File: src/rtl/irqc_pkg.sv
package irqc_pkg;
  localparam int REG_W    = 32;
  localparam int POS_W    = $clog2(REG_W);
  localparam int MODE_BIT = 31;
  localparam int GCLR_BIT = 31;

  function automatic logic [REG_W-1:0] swap32(input logic [REG_W-1:0] d);
    return {d[7:0], d[15:8], d[23:16], d[31:24]};
  endfunction
endpackage

File: src/rtl/irqc_src_map.sv
module irqc_src_map
  import irqc_pkg::*;
#(
  parameter int NUM_SRC = 3,
  parameter logic [NUM_SRC*POS_W-1:0] SRC_POS = {5'd19, 5'd12, 5'd18}
) (
  input  logic [NUM_SRC-1:0] chg_i,
  input  logic [NUM_SRC-1:0] lvl_i,
  output logic [REG_W-1:0]   chg_vec_o,
  output logic [REG_W-1:0]   hi_vec_o
);
  logic [REG_W-1:0] chg_one [NUM_SRC];
  logic [REG_W-1:0] hi_one  [NUM_SRC];

  for (genvar g = 0; g < NUM_SRC; g++) begin : g_src
    localparam logic [POS_W-1:0] P = SRC_POS[g*POS_W +: POS_W];
    always_comb begin
      chg_one[g]    = '0;
      hi_one[g]     = '0;
      chg_one[g][P] = chg_i[g];
      hi_one[g][P]  = chg_i[g] & lvl_i[g];
    end
  end

  always_comb begin
    chg_vec_o = '0;
    hi_vec_o  = '0;
    for (int i = 0; i < NUM_SRC; i++) begin
      chg_vec_o = chg_vec_o | chg_one[i];
      hi_vec_o  = hi_vec_o | hi_one[i];
    end
  end
endmodule

File: src/rtl/irqc_regport.sv
module irqc_regport
  import irqc_pkg::*;
#(
  parameter int ADDR_W = 8,
  parameter logic [ADDR_W-1:0] OFF_EVT = 8'h20,
  parameter logic [ADDR_W-1:0] OFF_MSK = 8'h24,
  parameter logic [ADDR_W-1:0] OFF_CLR = 8'h28,
  parameter logic [ADDR_W-1:0] OFF_LVL = 8'h2C
) (
  input  logic              clk,
  input  logic              rst,
  input  logic              rd_i,
  input  logic              wr_i,
  input  logic [ADDR_W-1:0] addr_i,
  input  logic [REG_W-1:0]  wdata_i,
  input  logic [REG_W-1:0]  mask_i,
  input  logic [REG_W-1:0]  lvl_i,
  input  logic [REG_W-1:0]  evt_i,
  output logic              mask_wr_o,
  output logic [REG_W-1:0]  mask_val_o,
  output logic              clr_wr_o,
  output logic [REG_W-1:0]  clr_val_o,
  output logic [REG_W-1:0]  rdata_o
);
  logic [REG_W-1:0] rd_mux;

  assign mask_wr_o  = wr_i && (addr_i == OFF_MSK);
  assign clr_wr_o   = wr_i && (addr_i == OFF_CLR);
  assign mask_val_o = swap32(wdata_i);
  assign clr_val_o  = swap32(wdata_i);

  always_comb begin
    if (addr_i == OFF_EVT)      rd_mux = evt_i;
    else if (addr_i == OFF_MSK) rd_mux = mask_i;
    else if (addr_i == OFF_LVL) rd_mux = lvl_i;
    else                        rd_mux = '0;
  end

  always_ff @(posedge clk) begin
    if (rst)       rdata_o <= '0;
    else if (rd_i) rdata_o <= swap32(rd_mux);
    else           rdata_o <= '0;
  end

  // unused offsets and the clear register read as zero
  a_r8_unmapped_zero: assert property (@(posedge clk) disable iff (rst)
    (rd_i && addr_i != OFF_EVT && addr_i != OFF_MSK && addr_i != OFF_LVL)
      |=> (rdata_o == '0));
endmodule

File: src/rtl/irqc_core.sv
module irqc_core
  import irqc_pkg::*;
(
  input  logic             clk,
  input  logic             rst,
  input  logic [REG_W-1:0] chg_vec_i,
  input  logic [REG_W-1:0] hi_vec_i,
  input  logic             mask_wr_i,
  input  logic [REG_W-1:0] mask_val_i,
  input  logic             clr_wr_i,
  input  logic [REG_W-1:0] clr_val_i,
  output logic [REG_W-1:0] mask_q,
  output logic [REG_W-1:0] lvl_q,
  output logic [REG_W-1:0] evt_q,
  output logic             irq_o,
  output logic             err_o
);
  logic             gclr, mode, act, any_chg, latch_a;
  logic [REG_W-1:0] ev_a, ev_b, lvl_n;

  assign any_chg = |chg_vec_i;
  assign mode    = mask_q[MODE_BIT];
  assign act     = mode && any_chg;
  assign gclr    = clr_wr_i && clr_val_i[GCLR_BIT];

  // clear stage first
  always_comb begin
    if (gclr)          ev_a = '0;
    else if (clr_wr_i) ev_a = evt_q & clr_val_i;
    else               ev_a = evt_q;
    latch_a = gclr ? 1'b0 : irq_o;
  end

  // source stage second
  always_comb begin
    ev_b  = act ? ((ev_a | chg_vec_i) & mask_q) : ev_a;
    lvl_n = act ? ((lvl_q & ~chg_vec_i) | hi_vec_i) : lvl_q;
  end

  always_ff @(posedge clk) begin
    if (rst) begin
      mask_q <= '0;
      lvl_q  <= '0;
      evt_q  <= '0;
      irq_o  <= 1'b0;
      err_o  <= 1'b0;
    end else begin
      if (mask_wr_i) mask_q <= mask_val_i;
      lvl_q <= lvl_n;
      evt_q <= ev_b;
      irq_o <= latch_a | (act && (ev_b != '0));
      err_o <= any_chg && !mode;
    end
  end

  // interrupt rises only with events pending
  a_r5_rise_needs_event: assert property (@(posedge clk) disable iff (rst)
    $rose(irq_o) |-> (evt_q != '0));
  // latch holds until a global clear
  a_r5_latch_holds: assert property (@(posedge clk) disable iff (rst)
    (irq_o && !gclr) |=> irq_o);
  // global clear without a new change empties everything
  a_r6_global_clear: assert property (@(posedge clk) disable iff (rst)
    (gclr && !any_chg) |=> (evt_q == '0 && !irq_o));
  // events never hold a bit outside the mask after an update
  a_r3_events_masked: assert property (@(posedge clk) disable iff (rst)
    (act && !clr_wr_i) |=> ((evt_q & ~$past(mask_q)) == '0));
  // disabled change flags an error and leaves levels alone
  a_r9_disabled_change: assert property (@(posedge clk) disable iff (rst)
    (any_chg && !mode) |=> (err_o && $stable(lvl_q)));
  // partial clear never touches the latch
  a_r7_partial_keeps_latch: assert property (@(posedge clk) disable iff (rst)
    (clr_wr_i && !gclr && !act) |=> (irq_o == $past(irq_o)));
endmodule

File: src/rtl/irq_latch_ctrl.sv
module irq_latch_ctrl
  import irqc_pkg::*;
#(
  parameter int NUM_SRC = 3,
  parameter int ADDR_W  = 8,
  parameter logic [NUM_SRC*POS_W-1:0] SRC_POS = {5'd19, 5'd12, 5'd18}
) (
  input  logic               clk,
  input  logic               rst,
  input  logic [NUM_SRC-1:0] src_chg_i,
  input  logic [NUM_SRC-1:0] src_lvl_i,
  input  logic               reg_rd_i,
  input  logic               reg_wr_i,
  input  logic [ADDR_W-1:0]  reg_addr_i,
  input  logic [31:0]        reg_wdata_i,
  output logic [31:0]        reg_rdata_o,
  output logic               cpu_irq_o,
  output logic               mode_err_o
);
  logic [REG_W-1:0] chg_vec, hi_vec, mask_q, lvl_q, evt_q, mask_val, clr_val;
  logic             mask_wr, clr_wr;

  irqc_src_map #(.NUM_SRC(NUM_SRC), .SRC_POS(SRC_POS)) u_map (
    .chg_i(src_chg_i), .lvl_i(src_lvl_i),
    .chg_vec_o(chg_vec), .hi_vec_o(hi_vec)
  );

  irqc_regport #(.ADDR_W(ADDR_W)) u_port (
    .clk(clk), .rst(rst), .rd_i(reg_rd_i), .wr_i(reg_wr_i),
    .addr_i(reg_addr_i), .wdata_i(reg_wdata_i),
    .mask_i(mask_q), .lvl_i(lvl_q), .evt_i(evt_q),
    .mask_wr_o(mask_wr), .mask_val_o(mask_val),
    .clr_wr_o(clr_wr), .clr_val_o(clr_val), .rdata_o(reg_rdata_o)
  );

  irqc_core u_core (
    .clk(clk), .rst(rst), .chg_vec_i(chg_vec), .hi_vec_i(hi_vec),
    .mask_wr_i(mask_wr), .mask_val_i(mask_val),
    .clr_wr_i(clr_wr), .clr_val_i(clr_val),
    .mask_q(mask_q), .lvl_q(lvl_q), .evt_q(evt_q),
    .irq_o(cpu_irq_o), .err_o(mode_err_o)
  );
endmodule

File: config.mk
export PLATFORM = sky130hd
export DESIGN_NAME = irq_latch_ctrl
export DESIGN_NICKNAME = d
export VERILOG_FILES = /design/src/rtl/irqc_pkg.sv /design/src/rtl/irqc_src_map.sv /design/src/rtl/irqc_regport.sv /design/src/rtl/irqc_core.sv /design/src/rtl/irq_latch_ctrl.sv
export SDC_FILE = /design/constraint.sdc
export NUM_CORES = 1
export LEC_CHECK = 0
export BUFFER_PORTS_ARGS = -buffer_cell sky130_fd_sc_hd__buf_2
export CAP_MARGIN = 20
export CORE_MARGIN = 10
export CORE_UTILIZATION = 50
export DETAILED_ROUTE_END_ITERATION = 7
export PLACE_DENSITY = 0.74
export SLEW_MARGIN = 10
export SYNTH_ARGS = -nofsm -noshare
export SYNTH_HDL_FRONTEND = slang
export SYNTH_SLANG_ARGS = --single-unit
File: constraint.sdc
create_clock -name clk -period 2.4 [get_ports clk]
set_input_delay 0 -clock clk [delete_from_list [all_inputs] [get_ports clk]]
set_output_delay 0 -clock clk [all_outputs]
set_load 0.03 [all_outputs]
Word level (Yosys, flattened, before mapping)
Index checks and enable logic that the tools add are counted.

word-level totals
  flip-flop bits (word level) = 130
  bits of input ports = 50
  output and inout bits = 34
  logic and storage cells = 42

cells by class
  equality and inequality tests = 4
  mux-type cells = 7
  bitwise operators = 15
  reductions and logical operators = 10

operator list
  cell                count
  $mux 32             6
  $and 32x32->32      3
  $or 32x20->32       2
  $or 19x20->20       2
  $or 19x13->19       2
  $eq 8x6->1 const B  4
  $not 20->32         1
  $reduce_bool 32->1  1
  $reduce_or 32->1    1
  $logic_and 1x1->1   6
  $and 1x1->1         3
  $reduce_or 2->1     1
  $logic_not 1->1     1
  $mux 1              1
  $not 1->1           1
  $or 1x1->1          1

Longest topological paths before layout
Gate-level depths: netlist (run 1).

  depth after elaboration = 10
  mapped depth = 8
  mapped depth without buffers = 6

By module
A second synthesis (run 1) with hierarchy kept.

second synthesis, totals
  cell total of the unflattened synthesis = 784
  area, all modules = 6819.0 um^2

by module, submodules not included
  module        instances  cells an instance  area each (um^2)  sequential area each (um^2)
  irqc_core     1          506                4301.6            1961.9
  irqc_regport  1          213                2037.0            640.6
  irqc_src_map  1          65                 480.5             0.0

Worst setup path before layout (run 1)
OpenSTA, ideal clock, no wires.

  path type = register to register
  from = register u_core.mask_q[31]
  to = register u_core.irq_o
  setup time = 0.133 ns
  data arrival time = 1.505 ns
  data required time = 2.267 ns
  path slack = 0.762 ns
  stages on the path, launching flop included = 8
  path buffers = 1
  clock period less this slack = 1.638 ns
  path through = dfxtp_1 o31ai_4 buf_4 a22oi_1 o22ai_1 nor4_1 a31o_1 a311oi_1

on the way
  cells in the longest elaborated chain, start to end = 5
  elaborated cells on any way between the ends = 6
  classes of those cells = 1 x mux; 2 x bitwise; 3 x reduce/logical

RTL lines
  item                                                 line                              RTL
  start, declared                                      irqc_core.sv:12                   output logic [REG_W-1:0] mask_q,
  start signal, assigned                               irqc_core.sv:48                   if (mask_wr_i) mask_q <= mask_val_i;
  $and 32x32->32 or $logic_and 1x1->1 (tied branches)  irqc_core.sv:36, irqc_core.sv:23
  $mux 32                                              irqc_core.sv:36                   ev_b = act ? ((ev_a | chg_vec_i) & mask_q) : ev_a;
  $reduce_bool 32->1                                   irqc_core.sv:51                   irq_o <= latch_a | (act && (ev_b != '0));
  $logic_and 1x1->1 (*)                                irqc_core.sv:51
  $or 1x1->1 (*)                                       irqc_core.sv:51
  end signal, assigned                                 irqc_core.sv:51
  end, declared                                        irqc_core.sv:15                   output logic irq_o,

Mark *: on every way between the ends. The rest lies on a longest branch, timed or not.
A chain may end at the register's enable or synchronous reset.

Worst setup path after layout (run 1)
Ends and elaborated chain as after synthesis.

==> out/metrics.cfg, run 1 <==
[synth]
ys_seq_area_share_pct = 46.7
synth_common_cells = 101 x dfxtp_1, 76 x nor2_1, 51 x mux2i_1
synth_area_mm2 = 0.00433
yosysWarnings = 0
synth_cells = 461
ys_ff_latch = 101
synth_edf_count = 0
yosysTopAreaCellShare_pct = 46.7
synth_top_cell_by_area = dfxtp_1
synthFlopType = dfxtp_1
yosysMostFrequentCell = dfxtp_1
synth_fp_nets = 511
async_reset_ff_share_pct = 0
syn_avg_cell_area_um2 = 9.38
synth.area.top_cells = dfxtp_1 47%, mux2i_1 12%, nor2_1 6.6%
synthDistinctLibCells = 42

[sta]
whs_ps = 2.99
setup_viol = 0
finalHoldViolations = 0
rsz0062_at_grt = no
max_freq_mhz = 476
fin_setup_tns_ps = 0
skew_ps = 10.5
slew_viol_final = 0
fin_crit_ps = 2100
slew_headroom_pct = 51.3
tightest_slew_ps = 731
post-route-period-util_pct = 87.5
timing.final.ws_setup_ps = 299

[drt]
routed_wl_mm = 12.0
via_count = 3857
drt-pass1-iter-count = 5
vias_per_cell = 5.71
drtAntennaViolNets = 0
post_drt_wl_per_cell_um = 17.8
drt-initial-drc-count = 280
remaining_drc_errors = 0

[worst_setup_path]
critPathMostFrequentCell = buf_12
crit_required_ps = 2630
cp.depth = 8
r2r_cells = 8
critPathMaxStageDelay_ps = 410
cp_top_family = compound AO/OA/AOI/OAI gates
cp_data_arrival_time_ps = 2330
path_buf_inv = 2
crit_chain = o31ai_4 -> buf_12 -> buf_12 -> o21ai_0 -> nand4_1 -> nor4_1 -> a31o_2 -> a311oi_1
critPathCaptureType = flip-flop
cpMaxStageDelayCell = dfxtp_1
cp_max_fo = 18
crit_type = reg2reg
startpoint_type = flip-flop

[grt]
grt_pass1_wl_mm = 19.4
antenna_found_initial = 1
grt_pass1_vias = 3936
track_usage_pct = 18.2
grt_overflow_total = 0
grt_max_degree = 70

[floorplan]
core_area_mm2 = 0.00830
die_w_um = 113
die_h_um = 113
dieArea_mm2 = 0.0128
start_util_pct = 52.1
io_pins = 84
core.rowCount = 33

[power_and_ir_drop]
powerDensity_mw_per_mm2 = 565
p_leak_nw = 2.27
vdd_drop_max_v = 0.000391
finalPower_mw = 2.99

[cts]
ctsLongestPathBuffers = 2
clkSinkCount = 101
numCtsBuffers = 9
clk_pin_slew_worst_paths_ps = 100
clk_latency_ps = 380
cts_tree = built
htree_levels = 3
cts_root_buf = clkbuf_8

[finish]
regArea_mm2 = 0.00202
drive_gt1_share_pct = 20.7
multi_input_area_mm2 = 0.00204
syn2layout_area_growth_pct = 22.5
utilization_pct = 63.8
fin_nets = 614
fillCellCount = 711

[placement]
port_buffers = 83
dp_slack_ps = 238
gp_congestion = 0.883
dp_hpwl_mm = 8.20

[min_path]
min_path_cells = 5
hold_class = in2reg

[status]
outcome = finished clean

[run]
maxCapViolations = 0

[registers in the layout (all words and copies together), names as in the netlist, named ones only]
signal          cells
u_core.evt_q       32
u_core.mask_q      32
u_port.rdata_o     32
u_core.err_o        1
u_core.irq_o        1
[metal layers]
metal	track usage (%)	vias up	share of wire (%)
met5	0	-	0
met4	7.11	0	2.0
met3	4.54	27	7.1
met2	30.0	153	48
met1	22.3	1826	43
li1	-	1851	-
[stage by stage]
step	std cells	cell area [um2]
2_1_floorplan	461	4330
3_3_place_gp	623	4740
3_5_place_dp	623	4740
4_1_cts	670	5250
5_1_grt	675	5300
6_report	675	5300
[repair_timing]
action,CTS,global route
hold buffers,31,0
endpoints found under the setup margin,0,1
gates resized for setup,0,0
setup buffers,0,4
hold endpoints to repair,51,0
[final cells by class]
cell class                      count  share of cell area [%]
Multi-Input combinational cell    313                    38.5
Clock inverter                      5                    1.13
Timing Repair Buffer              126                    16.1
Inverter                           13                   0.921
Sequential cell                   101                    38.2
Tap cell                          105                    2.48
Clock buffer                       11                    2.67
Antenna cell                        1                  0.0472
[power by group]
group	internal, mW	switching [mW]	total [mW]
logic	0.0901	0.0997	0.190
clock network	0.511	0.615	1.13
registers	1.68	0.000878	1.68
[layout by cell type, fill, tap and decap left out, drive strengths merged, types with 14 or more instances in the layout]
cell type	synthesis	final
dfxtp	101	101
buf	19	95
o211ai	18	18
o21ai	38	38
nand2b	23	23
a21oi	14	14
dlygate4sd3	0	31
nor2	76	76
a211oi	20	20
mux2i	51	51
[logic make-up (layout without fill, tap and decap cells)]
family | count (synthesis) | count (layout) | share of synthesized area (%)
muxes | 54 | 54 | 12.6
buffers and inverters | 47 | 155 | 6.13
and+or+nand+nor | 141 | 141 | 16.5
AOI/OAI and AO/OA | 118 | 118 | 18.1
DFF | 101 | 101 | 46.7
other | 0 | 1 | 0
[final timing paths]
kind,startpoint,endpoint,slack (ps)
worst max-delay path,u_core.mask_q[31]$_SDFFE_PP0P_,u_core.irq_o$_SDFF_PP0_,300
worst min-delay path,reg_wdata_i[22],u_core.mask_q[14]$_SDFFE_PP0P_,3
worst min register to register,flip-flop,flip-flop,480
worst max register to register,u_core.mask_q[31]$_SDFFE_PP0P_,u_core.irq_o$_SDFF_PP0_,300
[worst reg2reg max path: cells and delay by family, from the launching register on]
kind	cells	cell delay, ps
DFF	1	410
buffers and inverters	2	300
and+or+nand+nor	2	560
AOI/OAI and AO/OA	4	700
No activity file was read; power rests on OpenSTA's default activity.
==> inputs of run 2 (changes only) <==
--- a/config.mk
+++ b/config.mk
@@ -5,6 +5,7 @@
 export SDC_FILE = /design/constraint.sdc
 export NUM_CORES = 1
 export LEC_CHECK = 0
+export ABC_AREA = 1
 export BUFFER_PORTS_ARGS = -buffer_cell sky130_fd_sc_hd__buf_2
 export CAP_MARGIN = 20
 export CORE_MARGIN = 10
==> out/metrics.cfg, run 2 <==
[status]
outcome = finished clean

[worst_setup_path]
crit_required_ps = 2700
cpMaxStageDelayCell = dlygate4sd3_1
critPathCaptureType = flip-flop
cp_data_arrival_time_ps = 2150
cp_max_fo = 16
crit_type = in2reg
path_buf_inv = 4
cp.depth = 14
critPathMostFrequentCell = nand2_1
critPathMaxStageDelay_ps = 540
crit_chain = dlygate4sd3_1 -> buf_2 -> inv_1 -> buf_4 -> nand2_1 -> nand3_1 -> nand2_1 -> nand2_1 -> nor2_1 -> nand2_1 -> nor2_1 -> nand3_1 -> nand2_1 -> a21oi_1
startpoint_type = input pin
r2r_cells = 6
cp_top_family = buffers and inverters

[cts]
clk_pin_slew_worst_paths_ps = 80
post_cts_resize_count = 0
htree_levels = 3
cts_root_buf = clkbuf_8
numCtsBuffers = 9
cts_hold_buf = 42
ctsLongestPathBuffers = 2
clkSinkCount = 101
post-cts-setup-buffers = 0
cts_tree = built
clk_latency_ps = 370

[power_and_ir_drop]
vdd_drop_max_v = 0.000311
powerDensity_mw_per_mm2 = 554
p_leak_nw = 2.45

[finish]
layoutNonFillerInstCount = 841
final_cell_mix = 184 x nand2_1, 101 x dfxtp_1, 83 x buf_2
fillCellCount = 740
fin_nets = 782
finalInstanceArea_mm2 = 0.00538
layout.cells.most_common = nand2_1
reg_top3 = u_core.evt_q x32, u_core.mask_q x32, u_port.rdata_o x32
antennaDiodeCount = 0
syn2layout_area_growth_pct = 24.8
drive_gt1_share_pct = 16.2

[run]
maxCapViolations = 0

[synth]
yosysTopAreaCellShare_pct = 46.9
synth_cells = 621
synthFlopType = dfxtp_1
synth.area.top_cells = dfxtp_1 47%, nand2_1 16%, a21oi_1 8.1%
synth_area_mm2 = 0.00432
yosysWarnings = 0
synth_top_cell_by_area = dfxtp_1
synth_common_cells = 184 x nand2_1, 101 x dfxtp_1, 72 x inv_1
ys_seq_area_share_pct = 46.9
async_reset_ff_share_pct = 0
synth_edf_count = 0
yosysMostFrequentCell = nand2_1
synth_fp_nets = 671
synthDistinctLibCells = 27
syn_avg_cell_area_um2 = 6.95
ys_ff_latch = 101

[sta]
finalHoldViolations = 0
post-route-period-util_pct = 77.1
setup_viol = 0
fin_setup_tns_ps = 0
slew_headroom_pct = 51.4
timing.final.ws_setup_ps = 549
whs_ps = 8.79
fin_crit_ps = 1850
rsz0062_at_grt = no
slew_viol_final = 0
skew_ps = 8.40
tightest_slew_ps = 727
max_freq_mhz = 540

[floorplan]
start_util_pct = 52.0
die_w_um = 113
die_h_um = 113
io_pins = 84
core.rowCount = 33
core_area_mm2 = 0.00830
dieArea_mm2 = 0.0127

[grt]
antenna_found_initial = 0
grt_pass1_wl_mm = 20.5
grt_pass1_vias = 4276
grt_overflow_total = 0
grt_max_degree = 59
track_usage_pct = 19.0

[min_path]
hold_class = in2reg
min_path_cells = 3

[drt]
via_count = 4271
drtAntennaViolNets = 0
remaining_drc_errors = 0
drt-pass1-iter-count = 4
drt-initial-drc-count = 237
vias_per_cell = 5.08
post_drt_wl_per_cell_um = 14.2
routed_wl_mm = 12.0

[placement]
dp_hpwl_mm = 7.90
gp_congestion = 0.869
dp_cells = 784
port_buffers = 83
dp_slack_ps = 627
dpl_cell_area_mm2 = 0.00476

## run 2: changes by cell type in the layout (fill, tap and decap cells not counted), moves of 8 or more
cell / delta
nor3b_1: -8
nand2b_1: -23
inv_1: +59
o211ai_1: -16
nor2_1: -28
nand2_1: +176
nand3_1: +49
a21oi_1: +56
o21ai_0: +8
a211oi_1: -20
mux2i_1: -51
o21ai_1: -8
dlygate4sd3_1: +11
## run 2: routing by layer
layer | GRT usage (%) | up-vias | wire length [um]
met1 | 22.8 | 1920 | 5100
met2 | 31.7 | 160 | 5670
met4 | 7.53 | 0 | 252
li1 | - | 2169 | -
met5 | 0 | - | 0
met3 | 4.70 | 22 | 945
## run 2: layout make-up
type / instances / area, um2 / share of cell area [%]
timing repair buffer: 137 / 926 / 17.2
tap: 105 / 131 / 2.44
clock buffer: 12 / 155 / 2.88
clock inverter: 3 / 45.0 / 0.837
multi-input combinational: 410 / 1830 / 34.0
inverter: 73 / 274 / 5.09
sequential: 101 / 2020 / 37.6
## run 2: worst register-to-register path, delay by kind of cell, from the launching register on
family / cells / cell delay (ps)
flops: 1 / 360
buf+inv: 2 / 760
simple gates: 2 / 280
compound gates: 2 / 210
## run 2: worst paths after layout
path | start | end | slack, ps
worst max-delay path | reg_wdata_i[7] | u_core.irq_o$_SDFF_PP0_ | 550
worst min-delay path | reg_wr_i | u_core.mask_q[21]$_SDFFE_PP0P_ | 9
worst max register to register | u_core.mask_q[31]$_SDFFE_PP0P_ | flip-flop | 690
worst min register to register | u_core.mask_q[11]$_SDFFE_PP0P_ | u_port.rdata_o[19]$_SDFF_PP0_ | 460
## run 2: metrics by stage
step / util (%) / total power [mW]
after floorplan: - / 1.80
after global placement: 57.4 / 1.87
after detailed placement: 57.4 / 1.88
after CTS: 64.9 / 2.99
after global routing: 64.9 / 3.07
final: 64.9 / 2.99
## run 2: cells by family (layout without fill, tap and decap cells)
family,Yosys count,count (layout),synth area share [%]
AO/OA/AOI/OAI,111,111,13.1
AND/OR/NAND/NOR,299,299,29.3
flip-flops,101,101,46.9
buffers and inverters,110,225,10.7
## run 2: where the power goes
part / switching (mW) / internal, mW
clock: 0.570 / 0.534
sequential: 0.000797 / 1.68
combinational: 0.114 / 0.0895
==> inputs of run 3 (changes only) <==
==> constraint.sdc (replaced) <==
create_clock -name clk -period 1.8 [get_ports clk]
set_input_delay 0 -clock clk [delete_from_list [all_inputs] [get_ports clk]]
set_output_delay 0 -clock clk [all_outputs]
set_load 0.03 [all_outputs]
==> out/metrics.cfg, run 3 (synthesis results as in run 2) <==
[grt]
track_usage_pct = 18.4
grt_max_degree = 59
grt_pass1_vias = 4222
grt_pass1_wl_mm = 19.8
antenna_found_initial = 0
grt_overflow_total = 0

[cts]
clk_pin_slew_worst_paths_ps = 100
post-cts-setup-buffers = 0
htree_levels = 3
cts_tree = built
clk_latency_ps = 360
clkSinkCount = 101
numCtsBuffers = 9
ctsLongestPathBuffers = 2
cts_root_buf = clkbuf_8

[finish]
final_cell_mix = 184 x nand2_1, 101 x dfxtp_1, 83 x buf_2
fillCellCount = 714
utilization_pct = 65.8
syn2layout_area_growth_pct = 26.5
antennaDiodeCount = 0
layout.cells.most_common = nand2_1
reg_top3 = u_core.evt_q x32, u_core.mask_q x32, u_port.rdata_o x32
drive_gt1_share_pct = 17.3
fin_nets = 786

[drt]
via_count = 4325
drt-pass1-iter-count = 5
routed_wl_mm = 12.1
drt-initial-drc-count = 272
drtAntennaViolNets = 0
post_drt_wl_per_cell_um = 14.2
remaining_drc_errors = 0
vias_per_cell = 5.11

[floorplan]
io_pins = 84
dieArea_mm2 = 0.0127
core.rowCount = 33
core_area_mm2 = 0.00830
die_w_um = 113
start_util_pct = 52.0
die_h_um = 113

[worst_setup_path]
critPathCaptureType = flip-flop
startpoint_type = flip-flop
cp_top_family = buffers and inverters
path_buf_inv = 2
cp_max_fo = 6
critPathMostFrequentCell = nand2_1
crit_type = reg2reg
crit_required_ps = 2060
crit_chain = nand2_1 -> inv_2 -> nand2_1 -> o21ai_0 -> a21oi_1 -> dlygate4sd3_1
cpMaxStageDelayCell = dlygate4sd3_1
critPathMaxStageDelay_ps = 550
cp_data_arrival_time_ps = 1890

[sta]
tightest_slew_ps = 435
setup_viol = 0
fin_crit_ps = 1640
slew_headroom_pct = 71.0
finalHoldViolations = 0
slew_viol_final = 0
fin_setup_tns_ps = 0
post-route-period-util_pct = 90.9
skew_ps = 8.78
rsz0062_at_grt = no
max_freq_mhz = 611

[placement]
port_buffers = 83
gp_congestion = 0.918
dp_hpwl_mm = 8.11

[power_and_ir_drop]
p_leak_nw = 2.50
vdd_drop_max_v = 0.000361
powerDensity_mw_per_mm2 = 748

[min_path]
hold_class = in2reg

[run]
maxCapViolations = 0

[status]
outcome = finished clean

[run 3: cell count changes in the layout (fill, tap and decap cells not counted), moves of 2 or more]
cell	previous run	this run
dlygate4sd3_1	42	38
clkinv_4	0	2
buf_4	12	17
buf_12	0	3
clkbuf_8	11	9
[run 3: final cells by class]
class                      instances  area, um2  share of cell area (%)
inverter                          73        274                    5.02
multi-input combinational        410       1830                    33.5
timing repair buffer             141        983                    18.0
clock buffer                      11        131                    2.41
tap                              105        131                    2.41
clock inverter                     5       85.1                    1.56
sequential                       101       2020                    37.0
[run 3: worst paths after layout]
| kind | from | cells past startpoint | slack [ps] | endpoint |
|---|---|---|---|---|
| worst max-delay path | u_core.mask_q[31]$_SDFFE_PP0P_ | 6 | 160 | flip-flop |
| worst min-delay path | src_chg_i[1] | 5 | 40 | u_core.evt_q[12]$_SDFF_PP0_ |
| worst max register to register | u_core.mask_q[31]$_SDFFE_PP0P_ | 6 | 160 | flip-flop |
| worst min register to register | u_core.mask_q[17]$_SDFFE_PP0P_ | 2 | 460 | u_port.rdata_o[9]$_SDFF_PP0_ |
[run 3: through the flow]
step	power (mW)	hold slack, ps	setup slack, ps	cells	area (um2)
finish	4.08	42.3	164	846	5460
floorplan	2.40	165	363	621	4320
CTS	4.11	28.2	111	846	5460
global placement	2.51	281	220	792	4860
detailed placement	2.51	283	168	792	4860
global route	4.22	84.4	31.5	846	5460
[run 3: what timing repair did]
action,in CTS,in global routing
hold endpoints to repair,37,0
hold buffers,38,0
resized for setup,0,1
setup endpoints to repair,0,1
[run 3: worst register-to-register path: stages, from the launching register on]
cell,delay (ps)
dfxtp_1,360
nand2_1,150
inv_2,150
nand2_1,120
o21ai_0,160
a21oi_1,50
dlygate4sd3_1,550
[run 3: power by group]
group	internal [mW]	switching (mW)	total [mW]
clock network	0.790	0.773	1.56
logic	0.127	0.156	0.283
registers	2.24	0.00107	2.24
total	3.15	0.930	4.08
[run 3: routing by layer]
metal | wire length, um | share of wire, % | GRT usage, %
met1 | 5160 | 43 | 22.5
met2 | 5720 | 47 | 31.1
met3 | 1030 | 8.5 | 4.97
met4 | 141 | 1.2 | 5.08
met5 | 0 | 0 | 0
